<file path="src/rtl/srcdec_pkg.sv">
package srcdec_pkg;
    typedef enum logic [2:0] {
        SM_REG = 3'd0,
        SM_IDX = 3'd1,
        SM_IND = 3'd2,
        SM_INC = 3'd3,
        SM_SYM = 3'd4,
        SM_ABS = 3'd5,
        SM_IMM = 3'd6,
        SM_CON = 3'd7
    } src_mode_e;

    typedef enum logic [1:0] {
        DM_REG = 2'd0,
        DM_IDX = 2'd1,
        DM_SYM = 2'd2,
        DM_ABS = 2'd3
    } dst_mode_e;

    localparam int unsigned PC_NUM = 0;
    localparam int unsigned SP_NUM = 1;
    localparam int unsigned SR_NUM = 2;
    localparam int unsigned CG_NUM = 3;
endpackage

</file>
<file path="src/rtl/srcdec_src.sv">
module srcdec_src
    import srcdec_pkg::*;
#(
    parameter int WORD_W = 16,
    parameter int REG_AW = 4
) (
    input  logic [REG_AW-1:0] sreg,
    input  logic [1:0]        as_bits,
    input  logic              is_byte,
    output src_mode_e         mode,
    output logic              cst_vld,
    output logic [WORD_W-1:0] cst,
    output logic              ext,
    output logic [1:0]        inc
);
    localparam logic [REG_AW-1:0] R_PC = REG_AW'(PC_NUM);
    localparam logic [REG_AW-1:0] R_SP = REG_AW'(SP_NUM);
    localparam logic [REG_AW-1:0] R_SR = REG_AW'(SR_NUM);
    localparam logic [REG_AW-1:0] R_CG = REG_AW'(CG_NUM);

    always_comb begin
        mode    = SM_REG;
        cst_vld = 1'b0;
        cst     = '0;
        if (sreg == R_CG) begin
            mode    = SM_CON;
            cst_vld = 1'b1;
            unique case (as_bits)
                2'b00: cst = WORD_W'(0);
                2'b01: cst = WORD_W'(1);
                2'b10: cst = WORD_W'(2);
                2'b11: cst = '1;
            endcase
        end else if (sreg == R_SR) begin
            unique case (as_bits)
                2'b00: mode = SM_REG;
                2'b01: mode = SM_ABS;
                2'b10: begin mode = SM_CON; cst_vld = 1'b1; cst = WORD_W'(4); end
                2'b11: begin mode = SM_CON; cst_vld = 1'b1; cst = WORD_W'(8); end
            endcase
        end else if (sreg == R_PC) begin
            unique case (as_bits)
                2'b00: mode = SM_REG;
                2'b01: mode = SM_SYM;
                2'b10: mode = SM_IND;
                2'b11: mode = SM_IMM;
            endcase
        end else begin
            unique case (as_bits)
                2'b00: mode = SM_REG;
                2'b01: mode = SM_IDX;
                2'b10: mode = SM_IND;
                2'b11: mode = SM_INC;
            endcase
        end
    end

    always_comb begin
        ext = (mode == SM_IDX) || (mode == SM_SYM) || (mode == SM_ABS) || (mode == SM_IMM);
        inc = 2'd0;
        if (mode == SM_INC || mode == SM_IMM) begin
            if (is_byte && sreg != R_PC && sreg != R_SP)
                inc = 2'd1;
            else
                inc = 2'd2;
        end
    end
endmodule

</file>
<file path="src/rtl/srcdec_dst.sv">
module srcdec_dst
    import srcdec_pkg::*;
#(
    parameter int REG_AW = 4
) (
    input  logic [REG_AW-1:0] dreg,
    input  logic              ad_bit,
    output dst_mode_e         mode,
    output logic              ext
);
    localparam logic [REG_AW-1:0] R_PC = REG_AW'(PC_NUM);
    localparam logic [REG_AW-1:0] R_SR = REG_AW'(SR_NUM);

    always_comb begin
        if (!ad_bit)
            mode = DM_REG;
        else if (dreg == R_PC)
            mode = DM_SYM;
        else if (dreg == R_SR)
            mode = DM_ABS;
        else
            mode = DM_IDX;
        ext = ad_bit;
    end
endmodule

</file>
<file path="src/rtl/src_operand_decoder.sv">
module src_operand_decoder
    import srcdec_pkg::*;
#(
    parameter int WORD_W = 16,
    parameter int REG_AW = 4,
    parameter int OPC_W  = 4
) (
    input  logic              clk,
    input  logic              rst_n,
    input  logic [15:0]       instr_i,
    output logic [3:0]        opcode_o,
    output logic [3:0]        src_reg_o,
    output logic [3:0]        dst_reg_o,
    output logic              byte_o,
    output logic [2:0]        src_mode_o,
    output logic              const_vld_o,
    output logic [15:0]       const_o,
    output logic              src_ext_o,
    output logic [1:0]        dst_mode_o,
    output logic              dst_ext_o,
    output logic [1:0]        inc_amt_o,
    output logic [1:0]        len_o
);
    localparam int OPC_LSB  = WORD_W - OPC_W;
    localparam int SREG_LSB = OPC_LSB - REG_AW;
    localparam int AD_POS   = SREG_LSB - 1;
    localparam int BW_POS   = AD_POS - 1;
    localparam int AS_LSB   = BW_POS - 2;

    logic [OPC_W-1:0]  f_opc;
    logic [REG_AW-1:0] f_sreg, f_dreg;
    logic              f_ad, f_bw;
    logic [1:0]        f_as;

    always_comb begin
        f_opc  = instr_i[OPC_LSB +: OPC_W];
        f_sreg = instr_i[SREG_LSB +: REG_AW];
        f_ad   = instr_i[AD_POS];
        f_bw   = instr_i[BW_POS];
        f_as   = instr_i[AS_LSB +: 2];
        f_dreg = instr_i[REG_AW-1:0];
    end

    src_mode_e         s_mode;
    logic              s_cv, s_ext;
    logic [WORD_W-1:0] s_cst;
    logic [1:0]        s_inc;
    dst_mode_e         d_mode;
    logic              d_ext;

    srcdec_src #(.WORD_W(WORD_W), .REG_AW(REG_AW)) u_src (
        .sreg(f_sreg), .as_bits(f_as), .is_byte(f_bw),
        .mode(s_mode), .cst_vld(s_cv), .cst(s_cst), .ext(s_ext), .inc(s_inc)
    );

    srcdec_dst #(.REG_AW(REG_AW)) u_dst (
        .dreg(f_dreg), .ad_bit(f_ad), .mode(d_mode), .ext(d_ext)
    );

    logic [1:0] n_len;
    always_comb n_len = 2'd1 + {1'b0, s_ext} + {1'b0, d_ext};

    logic primed;

    always_ff @(posedge clk or negedge rst_n) begin
        if (!rst_n) begin
            opcode_o    <= '0;
            src_reg_o   <= '0;
            dst_reg_o   <= '0;
            byte_o      <= 1'b0;
            src_mode_o  <= '0;
            const_vld_o <= 1'b0;
            const_o     <= '0;
            src_ext_o   <= 1'b0;
            dst_mode_o  <= '0;
            dst_ext_o   <= 1'b0;
            inc_amt_o   <= '0;
            len_o       <= '0;
            primed      <= 1'b0;
        end else begin
            opcode_o    <= f_opc;
            src_reg_o   <= f_sreg;
            dst_reg_o   <= f_dreg;
            byte_o      <= f_bw;
            src_mode_o  <= s_mode;
            const_vld_o <= s_cv;
            const_o     <= s_cst;
            src_ext_o   <= s_ext;
            dst_mode_o  <= d_mode;
            dst_ext_o   <= d_ext;
            inc_amt_o   <= s_inc;
            len_o       <= n_len;
            primed      <= 1'b1;
        end
    end

    p_fields_r1: assert property (@(posedge clk) disable iff (!rst_n)
        primed |-> (src_reg_o == $past(instr_i[11:8]) && dst_reg_o == $past(instr_i[3:0])));
    p_sr_const_r3: assert property (@(posedge clk) disable iff (!rst_n)
        (primed && src_reg_o == 4'd2 && const_vld_o) |-> (const_o == 16'd4 || const_o == 16'd8));
    p_cg_const_r4: assert property (@(posedge clk) disable iff (!rst_n)
        (primed && src_reg_o == 4'd3) |-> (const_vld_o && src_mode_o == 3'd7));
    p_const_no_ext_r5: assert property (@(posedge clk) disable iff (!rst_n)
        const_vld_o |-> !src_ext_o);
    p_inc_modes_r6: assert property (@(posedge clk) disable iff (!rst_n)
        (inc_amt_o != 2'd0) |-> (src_mode_o == 3'd3 || src_mode_o == 3'd6));
    p_byte_inc_r6: assert property (@(posedge clk) disable iff (!rst_n)
        (inc_amt_o == 2'd1) |-> (byte_o && src_reg_o > 4'd1));
    p_dst_ext_r7: assert property (@(posedge clk) disable iff (!rst_n)
        primed |-> (dst_ext_o == (dst_mode_o != 2'd0)));
    p_len_r8: assert property (@(posedge clk) disable iff (!rst_n)
        (len_o == 2'd3) |-> (src_ext_o && dst_ext_o));
endmodule

</file>
<file path="config.mk">
export PLATFORM = sky130hd
export DESIGN_NAME = src_operand_decoder
export DESIGN_NICKNAME = d
export VERILOG_FILES = /design/src/rtl/srcdec_pkg.sv /design/src/rtl/srcdec_src.sv /design/src/rtl/srcdec_dst.sv /design/src/rtl/src_operand_decoder.sv
export SDC_FILE = /design/constraint.sdc
export NUM_CORES = 1
export LEC_CHECK = 0
export ABC_AREA = 1
export CAP_MARGIN = 20
export CORE_MARGIN = 1.5
export CORE_UTILIZATION = 40
export CTS_BUF_LIST = sky130_fd_sc_hd__clkbuf_16
export CTS_CLUSTER_DIAMETER = 40
export DETAILED_ROUTE_END_ITERATION = 8
export GPL_TIMING_DRIVEN = 0
export PLACE_DENSITY = 0.8
export SLEW_MARGIN = 40
export SYNTH_ARGS = -nofsm -noshare
export SYNTH_HDL_FRONTEND = slang
export SYNTH_SLANG_ARGS = --single-unit
</file>
<file path="constraint.sdc">
create_clock -name clk -period 2.1 [get_ports clk]
set_input_delay 0.42 -clock clk [delete_from_list [all_inputs] [get_ports clk]]
set_output_delay 0.42 -clock clk [all_outputs]
set_load 0.02 [all_outputs]
</file>
==> metrics.yaml <==
layout:
  fillers: 184
  instances_no_fill: 178
  drive_gt1_frac: 0.182
  post-route-util: 0.724
  nNetsFinal: 166
  area_growth_pct: 72.0
  antenna_cells: 0
placed_design:
  port_buffers: 58
  hpwl_mm: 1.70
  numPlacedInstances: 170
  gp_congestion: 0.789
global_routing:
  grt_pass1_wl_mm: 3.32
  grt-ovfl-total: 0
  grt_usage: 0.170
  grt_max_degree: 31
  antenna_found_initial: 0
  grt_pass1_vias: 726
floorplan:
  start_util: 0.421
  fp.dieW_um: 54.0
  die_h_um: 54.0
  core_area_um2: 2480
  die_area_um2: 2920
  fp-row-count: 18
  num_io_pins: 59
status:
  status: "complete, no violations"
cts:
  hold_buffers: 0
  cts_root_buf: "clkbuf_16"
  path_clk_slew_ns: 0.05
  cts_buffers: 5
  post-cts-setup-buffer-count: 0
  htreeDepth: 2
  cts_tree: "done"
  cts.path.max_buffers: 2
  numClockSinks: 30
  cts_resized: 0
route:
  wl_mm: 2.16
  drt_first_pass_iters: 3
  drt-initial-drc-count: 4
  num_vias: 797
  ant_nets: 0
  via_per_inst: 4.48
  avgRoutedWirePerCell_um: 12.2
  drcViolationCount: 0
critical_path:
  cp_max_fo: 12
  crit_chain: "buf_4, clkdlybuf4s50_1"
  crit_type: "flop to primary output"
  arrival_ns: 1.55
  cp-end-kind: "primary output"
  critPathTopFamily: "buffers and inverters"
  cp-start-kind: "flop"
  required_ns: 1.68
  cpPeakStageDelay_ns: 0.60
  crit_slowest_cell: "clkdlybuf4s50_1"
  critPathBufInv: 2
timing:
  maxSlewHeadroom: 0.591
  finalCritPeriodShare: 0.940
  setup_tns_ns: 0
  min_period_ns: 1.97
  hold_viol: 0
  rsz0062_at_grt: "false"
  slew_violations: 0
  setup_viol: 0
  holdWs_ns: 0.163
  tightest_slew_ns: 0.614
  clock.fmax_mhz: 507
synth:
  netlist_area_um2: 1040
  syn_nets: 101
  yosysSeqAreaShare: 0.720
  postSynthCellCount: 82
  yosys_warnings: 0
  syn_avg_cell_area_um2: 12.7
  yosys_register_bits: 30
  yosys-top-cells-area: "dfrtp_1, buf_4, nand2_1"
  synth_largest_area_cell: "dfrtp_1"
  synth_top_area_share: 0.720
  synthDistinctLibCells: 16
power_and_ir_drop:
  p_leak_uw: 0.000843
  peakVddDrop_mv: 0.914
  powerDensity_nw_per_um2: 804
min_path:
  min_path_type: "input pin to async pin"
job:
  drv_cap: 0
cell usage after synthesis (all sizes together):
library cell	count
nor3	1
nor4	2
a21oi	2
nor2	8
nand3	6
dfrtp	30
buf	11
o21ai	1
inv	9
a31oi	1
nand2	10
ha	1
sequential cells by signal (all words and copies together) (netlist names):
register     count
const_o          5
dst_reg_o        4
opcode_o         4
src_reg_o        4
src_mode_o       3
dst_mode_o       2
inc_amt_o        2
len_o            2
byte_o           1
const_vld_o      1
dst_ext_o        1
src_ext_o        1
layout make-up:
cell class	instances	area, um^2	share of cell area
Tap cell	30	37.5	0.0209
Buffer	11	82.6	0.0461
Timing Repair Buffer	58	576	0.321
Multi-Input combinational cell	32	175	0.0977
Inverter	9	33.8	0.0188
Clock inverter	3	12.5	0.00698
Sequential cell	30	751	0.419
Clock buffer	5	125	0.0698
routing by layer:
layer  global-route usage  routed length [um]  part of all wire
met3               0.0639                 193             0.089
met4               0.0875                  44             0.020
met5                    0                   0                 0
met1                0.179                 777              0.36
met2                0.295                1150              0.53
placed cells by master, fill, tap and decap left out:
cell type / Yosys / final
a21oi_1: 2 / 2
a31oi_1: 1 / 1
buf_2: 0 / 1
buf_4: 11 / 11
clkbuf_16: 0 / 5
clkdlybuf4s50_1: 0 / 57
clkinv_1: 0 / 1
clkinv_2: 0 / 1
dfrtp_1: 30 / 30
ha_1: 1 / 1
inv_1: 6 / 7
inv_2: 3 / 3
nand2_1: 10 / 10
nand3_1: 4 / 4
nand3_2: 2 / 2
nor2_1: 5 / 5
nor2_2: 2 / 2
nor2_4: 1 / 1
nor3_1: 1 / 1
nor4_1: 2 / 2
o21ai_2: 1 / 1
through the flow:
step,setup WS (ns),total power [uW],instance area [um^2]
after global placement,0.215,806,1660
after CTS,0.0980,1460,1790
after floorplan,0.831,692,1040
after global routing,0.0301,1500,1790
after detailed placement,0.201,811,1660
final,0.127,1440,1790
power breakdown:
| part | internal, uW | leakage (uW) | switching (uW) | total (uW) |
|---|---|---|---|---|
| logic | 90.0 | 0.000400 | 93.6 | 184 |
| clock network | 425 | 0.0000724 | 217 | 642 |
| registers | 608 | 0.000370 | 8.67 | 617 |
| total | 1120 | 0.000843 | 319 | 1440 |
cell families (layout without fill, tap and decap cells):
group	count (synthesis)	after routing	synth area share
fa+ha+maj	1	1	0.0120
flops	30	30	0.720
compound gates	4	4	0.0240
simple gates	27	27	0.132
buf+inv	20	86	0.112
worst paths after layout:
| check | slack (ns) | to | depth (start not counted) | from |
|---|---|---|---|---|
| max | 0.13 | const_o[9] | 2 | const_o[14] |
| max in group asynchronous | 1.54 | src_reg_o[1] | 1 | rst_n |
| min in group clk | 0.59 | opcode_o[3] | 1 | instr_i[15] |
| min | 0.16 | len_o[1] | 1 | rst_n |
Note: power is estimated with default switching activity, not from simulation.
